[config.mk]
export PLATFORM = sky130hd
export DESIGN_NAME = flash_poll_engine
export DESIGN_NICKNAME = d
export VERILOG_FILES = /design/src/rtl/fpe_pkg.sv /design/src/rtl/fpe_cmd_seq.sv /design/src/rtl/fpe_status_eval.sv /design/src/rtl/fpe_poll_timer.sv /design/src/rtl/flash_poll_engine.sv
export SDC_FILE = /design/constraint.sdc
export NUM_CORES = 1
export LEC_CHECK = 0
export BUFFER_PORTS_ARGS = -buffer_cell sky130_fd_sc_hd__buf_2
export CORE_MARGIN = 2
export CORE_UTILIZATION = 45
export DETAILED_ROUTE_END_ITERATION = 10
export PLACE_DENSITY = 0.68
export SLEW_MARGIN = 20
export SYNTH_ARGS = -nofsm -noshare
export SYNTH_HDL_FRONTEND = slang
export SYNTH_SLANG_ARGS = --single-unit
[constraint.sdc]
create_clock -name clk -period 7.35 [get_ports clk]
set_clock_uncertainty 0.05 [all_clocks]
set_input_delay 1.1025 -clock clk [delete_from_list [all_inputs] [get_ports clk]]
set_output_delay 1.1025 -clock clk [all_outputs]
set_load 0.005 [all_outputs]
[src/rtl/fpe_pkg.sv]
package fpe_pkg;
  localparam int BYTE_W = 8;

  typedef enum logic [1:0] {
    OP_PROG = 2'd0,
    OP_SECT = 2'd1,
    OP_CHIP = 2'd2,
    OP_NONE = 2'd3
  } op_e;

  typedef enum logic [2:0] {
    ST_IDLE = 3'd0,
    ST_WR   = 3'd1,
    ST_RD   = 3'd2,
    ST_CHK  = 3'd3,
    ST_VRD  = 3'd4,
    ST_VCHK = 3'd5
  } st_e;

  localparam logic [BYTE_W-1:0] K_KEY1  = 8'hAA;
  localparam logic [BYTE_W-1:0] K_KEY2  = 8'h55;
  localparam logic [BYTE_W-1:0] K_PROG  = 8'hA0;
  localparam logic [BYTE_W-1:0] K_ERASE = 8'h80;
  localparam logic [BYTE_W-1:0] K_SECT  = 8'h30;
  localparam logic [BYTE_W-1:0] K_CHIP  = 8'h10;
  localparam logic [BYTE_W-1:0] K_BLANK = 8'hFF;

  localparam int STEP_W    = 3;
  localparam int LAST_PROG = 3;
  localparam int LAST_ERAS = 5;
endpackage

[src/rtl/fpe_cmd_seq.sv]
module fpe_cmd_seq
  import fpe_pkg::*;
#(
  parameter int ADDR_W = 18,
  parameter logic [ADDR_W-1:0] KEY_A1 = ADDR_W'('h5555),
  parameter logic [ADDR_W-1:0] KEY_A2 = ADDR_W'('h2AAA)
) (
  input  logic              clk,
  input  logic              rst_n,
  input  logic              clr,
  input  logic              adv,
  input  op_e               op,
  input  logic [ADDR_W-1:0] tgt_addr,
  input  logic [BYTE_W-1:0] tgt_data,
  output logic [ADDR_W-1:0] cmd_addr,
  output logic [BYTE_W-1:0] cmd_data,
  output logic              is_last
);
  logic [STEP_W-1:0] step_q;
  logic [STEP_W-1:0] last_idx;
  logic              prog;

  assign prog     = (op == OP_PROG);
  assign last_idx = prog ? STEP_W'(LAST_PROG) : STEP_W'(LAST_ERAS);
  assign is_last  = (step_q == last_idx);

  always_ff @(posedge clk or negedge rst_n) begin
    if (!rst_n)   step_q <= '0;
    else if (clr) step_q <= '0;
    else if (adv) step_q <= is_last ? '0 : step_q + 1'b1;
  end

  always_comb begin
    cmd_addr = KEY_A1;
    cmd_data = K_KEY1;
    case (step_q)
      3'd0: begin cmd_addr = KEY_A1; cmd_data = K_KEY1; end
      3'd1: begin cmd_addr = KEY_A2; cmd_data = K_KEY2; end
      3'd2: begin cmd_addr = KEY_A1; cmd_data = prog ? K_PROG : K_ERASE; end
      3'd3: begin
        cmd_addr = prog ? tgt_addr : KEY_A1;
        cmd_data = prog ? tgt_data : K_KEY1;
      end
      3'd4: begin cmd_addr = KEY_A2; cmd_data = K_KEY2; end
      default: begin
        cmd_addr = (op == OP_SECT) ? tgt_addr : KEY_A1;
        cmd_data = (op == OP_SECT) ? K_SECT : K_CHIP;
      end
    endcase
  end

  AST_STEP_BOUND: assert property (@(posedge clk) disable iff (!rst_n)
    step_q <= STEP_W'(LAST_ERAS)) else $error("step out of range");
endmodule

[src/rtl/fpe_status_eval.sv]
module fpe_status_eval
  import fpe_pkg::*;
(
  input  logic              clk,
  input  logic              rst_n,
  input  logic              clr,
  input  logic              sample,
  input  logic              mode_toggle,
  input  logic [BYTE_W-1:0] exp_byte,
  input  logic [BYTE_W-1:0] rdata,
  output logic              complete,
  output logic              byte_ok
);
  logic have_q;
  logic prev6_q;

  always_ff @(posedge clk or negedge rst_n) begin
    if (!rst_n) begin
      have_q  <= 1'b0;
      prev6_q <= 1'b0;
    end else if (clr) begin
      have_q  <= 1'b0;
    end else if (sample) begin
      have_q  <= 1'b1;
      prev6_q <= rdata[6];
    end
  end

  assign complete = mode_toggle ? (have_q && (rdata[6] == prev6_q))
                                : (rdata[7] == exp_byte[7]);
  assign byte_ok  = (rdata == exp_byte);
endmodule

[src/rtl/fpe_poll_timer.sv]
module fpe_poll_timer #(
  parameter int CNT_W = 16
) (
  input  logic             clk,
  input  logic             rst_n,
  input  logic             clr,
  input  logic             inc,
  input  logic [CNT_W-1:0] limit,
  output logic             last_try
);
  localparam int EXT_W = CNT_W + 1;
  logic [CNT_W-1:0] cnt_q;

  always_ff @(posedge clk or negedge rst_n) begin
    if (!rst_n)   cnt_q <= '0;
    else if (clr) cnt_q <= '0;
    else if (inc) cnt_q <= cnt_q + 1'b1;
  end

  assign last_try = ({1'b0, cnt_q} + EXT_W'(1)) >= {1'b0, limit};

  AST_NO_WRAP: assert property (@(posedge clk) disable iff (!rst_n)
    inc |-> (cnt_q != {CNT_W{1'b1}})) else $error("poll counter wrap");
endmodule

[src/rtl/flash_poll_engine.sv]
module flash_poll_engine
  import fpe_pkg::*;
#(
  parameter int ADDR_W = 18,
  parameter int CNT_W  = 16
) (
  input  logic              clk,
  input  logic              rst_n,
  input  logic              req_valid,
  output logic              req_ready,
  input  logic [1:0]        req_op,
  input  logic              req_mode,
  input  logic [ADDR_W-1:0] req_addr,
  input  logic [7:0]        req_data,
  input  logic [CNT_W-1:0]  poll_limit,
  output logic              bus_we,
  output logic              bus_re,
  output logic [ADDR_W-1:0] bus_addr,
  output logic [7:0]        bus_wdata,
  input  logic [7:0]        bus_rdata,
  output logic              done,
  output logic              err_timeout,
  output logic              err_verify
);
  st_e               st_q, st_d;
  op_e               op_q;
  logic              mode_q;
  logic [ADDR_W-1:0] addr_q;
  logic [BYTE_W-1:0] data_q;
  logic [BYTE_W-1:0] exp_byte;
  logic              accept;
  logic              seq_last, complete, byte_ok, last_try, tmr_inc;
  logic [ADDR_W-1:0] cmd_addr;
  logic [BYTE_W-1:0] cmd_data;
  logic              done_d, tmo_d, vfy_d;

  assign req_ready = (st_q == ST_IDLE);
  assign accept    = req_valid && req_ready;
  assign exp_byte  = (op_q == OP_PROG) ? data_q : K_BLANK;

  fpe_cmd_seq #(.ADDR_W(ADDR_W)) seq_i (
    .clk(clk), .rst_n(rst_n), .clr(accept), .adv(st_q == ST_WR),
    .op(op_q), .tgt_addr(addr_q), .tgt_data(data_q),
    .cmd_addr(cmd_addr), .cmd_data(cmd_data), .is_last(seq_last)
  );

  fpe_status_eval eval_i (
    .clk(clk), .rst_n(rst_n), .clr(accept), .sample(st_q == ST_CHK),
    .mode_toggle(mode_q), .exp_byte(exp_byte), .rdata(bus_rdata),
    .complete(complete), .byte_ok(byte_ok)
  );

  assign tmr_inc = (st_q == ST_CHK) && !complete && !last_try;

  fpe_poll_timer #(.CNT_W(CNT_W)) tmr_i (
    .clk(clk), .rst_n(rst_n), .clr(accept), .inc(tmr_inc),
    .limit(poll_limit), .last_try(last_try)
  );

  always_comb begin
    st_d   = st_q;
    done_d = 1'b0;
    tmo_d  = 1'b0;
    vfy_d  = 1'b0;
    case (st_q)
      ST_IDLE: if (accept && (op_e'(req_op) != OP_NONE)) st_d = ST_WR;
      ST_WR:   if (seq_last) st_d = ST_RD;
      ST_RD:   st_d = ST_CHK;
      ST_CHK: begin
        if (complete) begin
          if (mode_q) st_d = ST_VRD;
          else begin st_d = ST_IDLE; done_d = 1'b1; end
        end else if (last_try) begin
          st_d = ST_IDLE; done_d = 1'b1; tmo_d = 1'b1;
        end else begin
          st_d = ST_RD;
        end
      end
      ST_VRD:  st_d = ST_VCHK;
      ST_VCHK: begin st_d = ST_IDLE; done_d = 1'b1; vfy_d = !byte_ok; end
      default: st_d = ST_IDLE;
    endcase
  end

  always_ff @(posedge clk or negedge rst_n) begin
    if (!rst_n) begin
      st_q        <= ST_IDLE;
      op_q        <= OP_PROG;
      mode_q      <= 1'b0;
      addr_q      <= '0;
      data_q      <= '0;
      done        <= 1'b0;
      err_timeout <= 1'b0;
      err_verify  <= 1'b0;
    end else begin
      st_q        <= st_d;
      done        <= done_d;
      err_timeout <= tmo_d;
      err_verify  <= vfy_d;
      if (accept) begin
        op_q   <= op_e'(req_op);
        mode_q <= req_mode;
        addr_q <= req_addr;
        data_q <= req_data;
      end
    end
  end

  assign bus_we    = (st_q == ST_WR);
  assign bus_re    = (st_q == ST_RD) || (st_q == ST_VRD);
  assign bus_addr  = bus_we ? cmd_addr : addr_q;
  assign bus_wdata = bus_we ? cmd_data : '0;

  AST_STROBE_EXCL: assert property (@(posedge clk) disable iff (!rst_n)
    !(bus_we && bus_re)) else $error("read and write together");
  AST_READ_AFTER_LAST_WRITE: assert property (@(posedge clk) disable iff (!rst_n)
    (bus_re && $past(bus_we)) |-> $past(seq_last)) else $error("early poll");
  AST_DONE_ONE_CYCLE: assert property (@(posedge clk) disable iff (!rst_n)
    done |=> !done) else $error("done longer than one cycle");
  AST_ERR_WITH_DONE: assert property (@(posedge clk) disable iff (!rst_n)
    (err_timeout || err_verify) |-> done) else $error("flag without done");
  AST_ERR_EXCL: assert property (@(posedge clk) disable iff (!rst_n)
    !(err_timeout && err_verify)) else $error("both flags");
  AST_NO_STROBE_IDLE: assert property (@(posedge clk) disable iff (!rst_n)
    req_ready |-> !(bus_we || bus_re)) else $error("strobe while idle");
endmodule

Word-level counts from Yosys, hierarchy flattened:

Cells that the tools add are included.

* flip-flop bits (word level): 56
* output and inout port bits: 32
* logic and storage cells: 85

* add/sub/neg operators: 3
* order comparisons: 1
* eq/ne operators: 17
* multiplexer cells: 32
* bitwise operators: 1
* reductions and logical operators: 19

Operator list (number)
* 18-bit 2-to-1 mux: 3
* 18-bit case mux with 3 select lines: 1
* 16-bit 2-to-1 mux: 2
* 8-bit case mux with 4 select lines: 1
* 3-bit 2-to-1 mux: 8
* 8-bit 2-to-1 mux: 3
* 16-bit by 1-bit adder with 17-bit output, second input constant: 1
* 17-bit by 16-bit greater-or-equal comparator with 1-bit output: 1
* 16-bit by 1-bit adder with 16-bit output, second input constant: 1
* 3-bit case mux with 5 select lines: 1
* 3-bit by 2-bit equality test with 1-bit output, second input constant: 4
* 6-bit 2-to-1 mux: 2
* 3-bit equality test, second input constant: 3
* 1-bit 2-to-1 mux: 9
* 8-bit equality test: 1
* 3-bit by 1-bit equality test with 1-bit output, second input constant: 2
* 3-bit zero test: 2
* 2-bit nonzero test: 3
* 1-bit logical AND: 5
* 2-bit by 1-bit != test with 1-bit output, second input constant: 2
* 2-bit AND reduction: 2
* 2-bit OR reduction: 2
* 3-bit by 1-bit adder with 3-bit output, second input constant: 1
* 3-bit equality test: 1
* other kinds (9): 12

Depth between registers and ports, before layout:

Gate-level depths: netlist of run 1.

* word-level depth: 9
* mapped depth: 14
* gate-level depth less buffers: 13

Hierarchy:

A second synthesis of run 1 with hierarchy kept.

* cells, all modules: 407
* area, all modules: 4135.2 um2

By module, submodules not included
* flash_poll_engine: instances 1, cells an instance 130, area an instance 1876.8 um2, seq. area each 875.8 um2
* fpe_poll_timer: instances 1, cells an instance 171, area an instance 1445.1 um2, seq. area each 400.4 um2
* fpe_cmd_seq: instances 1, cells an instance 86, area an instance 611.8 um2, seq. area each 75.1 um2
* fpe_status_eval: instances 1, cells an instance 20, area an instance 201.4 um2, seq. area each 50.0 um2

Worst setup path after synthesis of run 1:

Ideal clock, no wire load.

* path kind: flip-flop to flip-flop
* start point: register tmr_i.cnt_q[0]
* end point: register tmr_i.cnt_q[11]
* arrival time: 3.140 ns
* data required time: 7.175 ns
* slack: 4.035 ns
* stages on the path, launching flop included: 15
* buffers on the path: 1
* cell sequence: dfrtp_1 > ha_1 > nand2_1 > or3_1 > nor2_1 > nand3_1 > xnor2_1 > ha_1 > a21o_1 > a21oi_1 > o31a_2 > nand4_4 > or2_4 > buf_12 > mux2_4

* cells in the longest elaborated chain, start to end: 5
* elaborated cells between the ends (all ways): 8
* those cells by class: add/sub: 2; order compare: 1; mux: 2; reduce/logical: 3

Ends and longest elaborated chain
* from (decl): RTL line fpe_poll_timer.sv:12 `logic [CNT_W-1:0] cnt_q;`
* from (signal assigned): RTL line fpe_poll_timer.sv:17 `else if (inc) cnt_q <= cnt_q + 1'b1;`
* 16-bit by 1-bit adder with 17-bit output: RTL line fpe_poll_timer.sv:20 `assign last_try = ({1'b0, cnt_q} + EXT_W'(1)) >= {1'b0, limit};`
* 17-bit by 16-bit greater-or-equal comparator with 1-bit output: RTL line fpe_poll_timer.sv:20
* 1-bit zero test: RTL line flash_poll_engine.sv:53 `assign tmr_inc = (st_q == ST_CHK) && !complete && !last_try;`
* 1-bit logical AND: RTL line flash_poll_engine.sv:53
* 2-bit nonzero test (no source line)

Several ways; a longest one is shown, not always the timed one. The select of a mux whose other input is x is not followed.
A chain may end at the register's enable or synchronous reset.

Worst setup path in the final report of run 1:

* start point: register seq_i.step_q[0]
* end point: output bus_addr[17]

* cells in the longest elaborated chain, start to end: 4
* elaborated cells between the ends (all ways): 9
* those cells by class: eq/ne: 4; mux: 2; reduce/logical: 3

Ends and longest elaborated chain
* from (decl): RTL line fpe_cmd_seq.sv:19 `logic [STEP_W-1:0] step_q;`
* from (signal assigned): RTL line fpe_cmd_seq.sv:30 `else if (adv) step_q <= is_last ? '0 : step_q + 1'b1;`
* 3-bit by 1-bit equality test with 1-bit output, or another cell as far along: RTL line fpe_cmd_seq.sv:36 `case (step_q)`
* 2-bit OR reduction (no source line)
* 18-bit case mux with 3 select lines *: RTL line fpe_cmd_seq.sv:36
* 18-bit 2-to-1 mux *: RTL line flash_poll_engine.sv:111 `assign bus_addr = bus_we ? cmd_addr : addr_q;`
* to (decl): RTL line flash_poll_engine.sv:18 `output logic [ADDR_W-1:0] bus_addr,`

Every way passes the cells marked *; elsewhere a longest branch is shown, timed or not.

==> run metrics, run 1 <==
count of input and output buffers 87; minimum clock period 3828 ps; floorplan row count 33; average wire per standard cell 13.59 µm; TritonCTS Buffers 5; relative slew slack 51.61%; final worst slack 3522 ps; outcome complete, no violations; vias after detailed routing 3,262; Vias per Instance 5.161; net load switching power 0.0006273 W; Post-route DRC 0; clock tree from TritonCTS yes; Most used DFF post-synth dfrtp_1; count of buffers added by post-CTS timing repair for setup 0; Clock transition at path regs 100 ps; number of diodes 0; Crit Path Category reg2out; sink count of the clock tree 56; synthesis-to-finish area growth 16.39%; initial antenna violation count 0; Core ar. 8134 µm²; root buf cell clkbuf_8; total grt overflow 0; Top Metal Used met4; Critical Path AT 2680 ps; number of enable-type register cells in the synthesized netlist 0; final setup violation count 0; number of fillers in the final layout 804; length in cells of the worst reg-to-reg path 13; type of destination of the critical path primary output; ys async rst share 100.0%; cells taking the most area after synthesis dfrtp_1, nand2_1, ha_1, nor2_1, mux2_4; Clock power frac 14.9%; worst-skew pair later-pin latency 300 ps; Synth cell types 52; worst vdd ir 0.2252 mV; fin. max-slew vios 0; count of state elements after synthesis 56; Yosys warning total 0; maximum fanout along the worst path 13; starting DRC count in detailed routing 139; total number of H-tree levels 2; number of hold-repair buffers added at the cts stage 0; post-synth top area cell dfrtp_1; sequential group share of total power 35.3%; top-level I/O count 88; gp weighted congestion 0.8505; switching power as a share of total power 42.57%; area share of the largest cell type after synthesis 37.47%; Met2 Wirelength 4030 µm; wire length the detailed router placed on met1 4024 µm; hold violation total from the final report 0; Netlist Area Pre-Place 3740 µm²; Power Internal 0.0008461 W; sequential-to-total area share from yosys stat 37.47%; measured slew at the worst slew-check pin 725.8 ps; antenna-violating nets left 0; highest achievable clock rate 0.2612 GHz; launching element type of the critical path flip-flop; data required time of the worst path 6200 ps; die boundary height 95.17 µm; number of instances in the synthesized netlist 450; share of power burned in combinational logic 49.7%; Routed Wire Length 8588 µm; Final TNS setup 0 ps; Avg Synthesized Cell Area 8.311 µm²; DP Wirelength 6332 µm; worst setup timing slack at the placement stage 3781 ps; standby leakage power 2.376 nW; Max Root-Sink Buffers 2; first-pass GRT wire length 14,140 µm; wire length on met3 476 µm; count of nets after finishing 604; Pre-antenna DRT Iters 4; Total GRT Usage 19.75%; number of global-route vias before repair 3,035; floorplan die width 95.17 µm; fraction of the cycle the final worst path needs 52.09%; power per cell area 338.5 nW/µm²; max-cap violation count 0; fraction of final layout cells sized beyond drive strength 1 23.53%; pin count of the biggest net entering global routing 57; total nets after synthesis 528; setup repair after global routing missed its margin no; Die ar. 9056 µm²; cell depth of the worst min-delay path 2; Initial Util 45.98%; Hold Crit Class reg2reg; post-cts resize count 0
[final timing paths]
path	start	end	slack, ps
worst max register to register	tmr_i.cnt_q[0]	st_q[1]	3730
worst max-delay path	seq_i.step_q[0]	bus_addr[17]	3520
min in group asynchronous	rst_n	addr_q[2]	880
worst min register to register	addr_q[15]	addr_q[15]	420
max in group asynchronous	rst_n	mode_q	5890
worst min-delay path	addr_q[15]	addr_q[15]	420
[state kept, by name (all words and copies together), names as in the netlist]
signal          cells
mode_q              1
st_q                3
tmr_i.cnt_q        16
done                1
eval_i.have_q       1
err_verify          1
eval_i.prev6_q      1
seq_i.step_q        3
op_q                2
err_timeout         1
addr_q             18
data_q              8
[layout by cell type (no fill, tap or decap), drive strengths merged, types with 4 or more instances in the layout]
cell type  Yosys  layout
a21o          12      12
a21oi         24      24
and2          16      16
and3           5       5
buf            5      89
clkbuf        15       7
dfrtp         56      56
ha            22      22
inv           25      25
mux2          13      13
nand2        107     107
nand3         16      16
nand4          8       8
nor2          44      44
nor3           7       7
nor4           4       4
o21ai         12      12
xnor2         13      13
xor2           8       8
[worst max-delay path: stages (launching register included)]
cell     delay (ps)
dfrtp_1         440
ha_1            220
ha_1            330
nor2_1          140
o21ai_0         160
nor2_1          130
a21oi_1          50
o21ai_1         550
and2_1          240
buf_2           120
[final cells by class]
| cell class | instances | area, µm² | share of cell area (%) |
|---|---|---|---|
| inverter | 25 | 93.84 | 2.156 |
| tap | 105 | 131.4 | 3.018 |
| clock inverter | 1 | 30.03 | 0.6899 |
| timing repair buffer | 89 | 450.4 | 10.35 |
| multi-input combinational | 349 | 2150 | 49.38 |
| clock buffer | 7 | 96.34 | 2.213 |
| sequential | 56 | 1401 | 32.19 |
[stage by stage]
step                util, %  power [W]  cell area [µm²]  cells  hold slack [ps]
floorplan                 -   0.001011             3740    450            387.4
global placement      51.95   0.001244             4225    624            399.2
detailed placement    51.96   0.001260             4227    624            403.8
CTS                   53.51   0.001483             4353    632            429.0
global route          53.51   0.001620             4353    632            464.0
finish                53.51   0.001473             4353    632            424.2
[power by group through the flow]
stage          combinational (W)  sequential (W)  clock (W)
2_1_floorplan           0.000536        0.000475          0
3_3_place_gp            0.000724        0.000519          0
3_5_place_dp            0.000737        0.000523          0
4_1_cts                 0.000741        0.000518   0.000225
5_1_grt                 0.000845        0.000538   0.000237
6_report                0.000733        0.000520   0.000220
[Yosys cell counts, drive strengths merged, types with 2 or more instances]
cell type,instances
nand2,107
dfrtp,56
nor2,44
inv,25
a21oi,24
ha,22
and2,16
nand3,16
clkbuf,15
mux2,13
xnor2,13
a21o,12
o21ai,12
nand4,8
xor2,8
nor3,7
and3,5
buf,5
nor4,4
a221o,3
a22oi,3
a31oi,3
o22ai,3
or2,3
a22o,2
o211ai,2
o21a,2
o31a,2
or3,2
[per-layer routing]
metal | vias to the layer above | GRT usage, %
li1 | 1669 | -
met1 | 1516 | 27.11
met2 | 73 | 32.75
met3 | 4 | 3.953
met4 | 0 | 3.502
met5 | - | 0
[cells by family after synthesis]
group / after synthesis / share of synthesized area [%]
AOI/OAI and AO/OA: 75 / 13.68
xor gates and xnor gates: 21 / 4.918
adders and majority gates: 22 / 7.360
buffers and inverters: 45 / 5.085
DFF: 56 / 37.47
muxes: 14 / 5.085
and+or+nand+nor: 217 / 26.40
Note: power is estimated with default switching activity, not from simulation.
==> run 2, diff against run 1 <==
--- a/config.mk
+++ b/config.mk
@@ -5,6 +5,7 @@
 export SDC_FILE = /design/constraint.sdc
 export NUM_CORES = 1
 export LEC_CHECK = 0
+export ABC_AREA = 1
 export BUFFER_PORTS_ARGS = -buffer_cell sky130_fd_sc_hd__buf_2
 export CORE_MARGIN = 2
 export CORE_UTILIZATION = 45
==> constraint.sdc (replaced) <==
create_clock -name clk -period 3.75 [get_ports clk]
set_clock_uncertainty 0.05 [all_clocks]
set_input_delay 0.5625 -clock clk [delete_from_list [all_inputs] [get_ports clk]]
set_output_delay 0.5625 -clock clk [all_outputs]
set_load 0.005 [all_outputs]
==> run 2 against run 1 <==
- sequential cell count did not move
- critical endpoint is now bus_addr[0]
- highest routed layer unchanged
- die area increased by 0.60%
- wire length grew 6.4%
- critical path depth fell by 1
- worst hold slack lost 230 ps
- combinational power up 110%
- non-clock buffer count is the same
- total power is 93% higher
- count of clock-buffer cells in the layout shrank 2
- register-to-register slack worse by 3100 ps
- clock power grew 85%
- final area up 0.92%
==> run metrics, run 2 <==
pin count of the biggest net entering global routing 60 (+5.3%); flip-flop count of the largest register, all copies and words added 18 (unchanged); top-level I/O count 88 (unchanged); area share of the largest cell type after synthesis 37.23% (-0.24 points); Total GRT Usage 20.94% (+1.2 points); fraction of final layout cells sized beyond drive strength 1 19.83% (-3.7 points); final setup violation count 0 (unchanged); Hold Crit Class in2async; measured slew at the worst slew-check pin 684.6 ps (-41.26 ps); net load switching power 0.001284 W (+100%); number of diodes 0 (unchanged); number of hold-repair buffers added at the cts stage 0 (unchanged); worst-skew pair later-pin latency 310 ps (about the same); area share of xor/xnor cells in the synthesized design 3.956% (-0.96 points); main combinational cell family by area after synthesis simple AND/OR/NAND/NOR gates; type of destination of the critical path primary output; hold violation total from the final report 0 (unchanged); floorplan die width 95.45 µm (+0.30%); standby leakage power 2.435 nW (+2.5%); die boundary height 95.45 µm (+0.30%); power per cell area 646.2 nW/µm² (+91%); setup repair after global routing missed its margin no; floorplan row count 33 (unchanged); registers with the most flip-flops addr_q: 18 flops, tmr_i.cnt_q: 16 flops, data_q: 8 flops; Power Internal 0.001555 W (+84%); share of power burned in combinational logic 53.4% (+3.7 points); post-cts resize count 0 (unchanged); fin. max-slew vios 0 (unchanged); sequential group share of total power 32.2% (-3.1 points); Avg Synthesized Cell Area 7.294 µm² (-12%); DP Wirelength 6926 µm (+9.4%); vias after detailed routing 3,549 (+8.8%); antenna-violating nets left 0 (unchanged); Pre-antenna DRT Iters 4 (unchanged); TritonCTS Buffers 5 (unchanged); post-synthesis mux area share 0% (-5.1 points); average wire per standard cell 12.96 µm (-4.7%); switching power as a share of total power 45.23% (+2.7 points); Critical Path AT 2570 ps (-110 ps); most common cell after layout, fill and taps aside nand2_1; sink count of the clock tree 56 (unchanged); total grt overflow 0 (unchanged); max-cap violation count 0 (unchanged); clock tree from TritonCTS yes; worst vdd ir 0.3280 mV (+46%); worst r2r src tmr_i.cnt_q[0]; Most used DFF post-synth dfrtp_1; launching element type of the critical path flip-flop; count of nets after finishing 677 (+12%); minimum clock period 3180 ps; top-count cell post-synth nand2_1; Yosys warning total 0 (unchanged); data required time of the worst path 3140 ps (-3060 ps); relative slew slack 54.31% (+2.7 points); adder-cell share of the synthesized area 7.314% (-0.046 points); ys async rst share 100.0% (unchanged); Clock transition at path regs 100 ps (about the same); fraction of the cycle the final worst path needs 84.79%; first-pass GRT wire length 15,130 µm (+7.0%); root buf cell clkbuf_8; Synth cell types 39 (-25%); initial antenna violation count 0 (unchanged); Die ar. 9111 µm² (+0.60%); start point of the critical path seq_i.step_q[0]; total nets after synthesis 594 (+13%); power after layout 0.002839 W (+93%); outcome complete, no violations; number of enable-type register cells in the synthesized netlist 0 (unchanged); number of global-route vias before repair 3,419 (+13%); cell types with the highest counts after synthesis nand2_1, inv_1, o21ai_0; highest achievable clock rate 0.3145 GHz; synthesis-to-finish area growth 16.72%; Post-route DRC 0 (unchanged); starting DRC count in detailed routing 180 (+29%); post-synth top area cell dfrtp_1; gp weighted congestion 0.8095 (-4.8%); fraction of the mapped netlist area in simple logic gates 26.23% (-0.17 points); Initial Util 46.04% (+0.059 points); maximum fanout along the worst path 8 (-5); Max Root-Sink Buffers 2 (unchanged); sequential-to-total area share from yosys stat 37.23% (-0.24 points); Final TNS setup 0 ps (unchanged); Crit Path Category reg2out; Vias per Instance 5.034 (-2.5%); count of state elements after synthesis 56 (unchanged); Netlist Area Pre-Place 3764 µm² (+0.64%); Clock power frac 14.3% (-0.6 points); total number of H-tree levels 2 (unchanged); count of buffers added by post-CTS timing repair for setup 0 (unchanged); Compound-Gate Fraction of Synth Area 13.33% (-0.35 points); cells taking the most area after synthesis dfrtp_1, nand2_1, inv_1, o21ai_0, ha_1; most frequent cells in the layout nand2_1, inv_1, buf_2; count of input and output buffers 87 (unchanged); number of instances in the synthesized netlist 516 (+15%); Core ar. 8175 µm² (+0.51%); top register by number of flip-flops addr_q; Routed Wire Length 9134 µm (+6.4%)
run 2: cell count changes after synthesis, sizes merged, moves of 12 or more:
cell	delta
inv	+71
o21ai	+52
nand2	+29
and2	-16
mux2	-13
nand3	+13
nor2	-12
run 2: stage by stage:
stage / setup WS [ps] / util, % / std cells / hold slack (ps) / area, µm²
final: 570.3 / 53.73 / 705 / 197.7 / 4393
after global routing: 228.1 / 53.73 / 705 / 234.7 / 4393
after CTS: 615.0 / 53.70 / 705 / 391.3 / 4390
after detailed placement: 647.9 / 52.34 / 697 / 411.1 / 4279
after global placement: 692.2 / 52.34 / 697 / 401.4 / 4279
after floorplan: 1135 / - / 516 / 216.9 / 3764
run 2: final timing paths:
| path | to | cells after the start | slack [ps] |
|---|---|---|---|
| min in group clk | addr_q[17] | 3 | 390 |
| max reg2reg | tmr_i.cnt_q[8] | 17 | 600 |
| max | bus_addr[0] | 8 | 570 |
| min reg2reg | data_q[5] | 2 | 430 |
| max in group asynchronous | st_q[1] | 2 | 2850 |
| min | addr_q[16] | 1 | 200 |
run 2: critical path, cell delays in order, from the launching register on:
cell and delay, ps:
dfrtp_1 430, inv_1 110, ha_1 240, o21ai_0 360, nand2_1 150, nor2_1 390
o21ai_0 190, a32oi_1 220, buf_2 160
run 2: cells by family (layout without fill, tap and decap cells):
logic type | count (synthesis) | in the layout
xor gates and xnor gates | 17 | 17
and+or+nand+nor | 218 | 218
DFF | 56 | 56
adders and majority gates | 22 | 22
buffers and inverters | 112 | 196
AOI/OAI and AO/OA | 91 | 91
run 2: metal layers:
layer | wire (µm) | vias to the layer above | global-route usage, %
met5 | 0 | - | 0
met4 | 106 | 0 | 5.833
met3 | 458 | 8 | 3.399
met2 | 4293 | 91 | 35.15
met1 | 4276 | 1655 | 28.08
li1 | - | 1795 | -
run 2: power by group through the flow:
stage / Sequential (W) / Clock (W) / Combinational [W]
floorplan: 0.000898 / 0 / 0.00101
global placement: 0.000916 / 0 / 0.00147
detailed placement: 0.000924 / 0 / 0.00151
CTS: 0.000915 / 0.000412 / 0.00152
global route: 0.000944 / 0.000432 / 0.00174
finish: 0.000915 / 0.000407 / 0.00152
run 2: layout make-up:
cell class / instances / area [µm²]
Clock buffer: 5 / 68.82
Inverter: 99 / 375.4
Tap cell: 105 / 131.4
Multi-Input combinational cell: 348 / 1921
Fill cell: 817 / 3782
Timing Repair Buffer: 89 / 452.9
Clock inverter: 3 / 42.54
Sequential cell: 56 / 1401
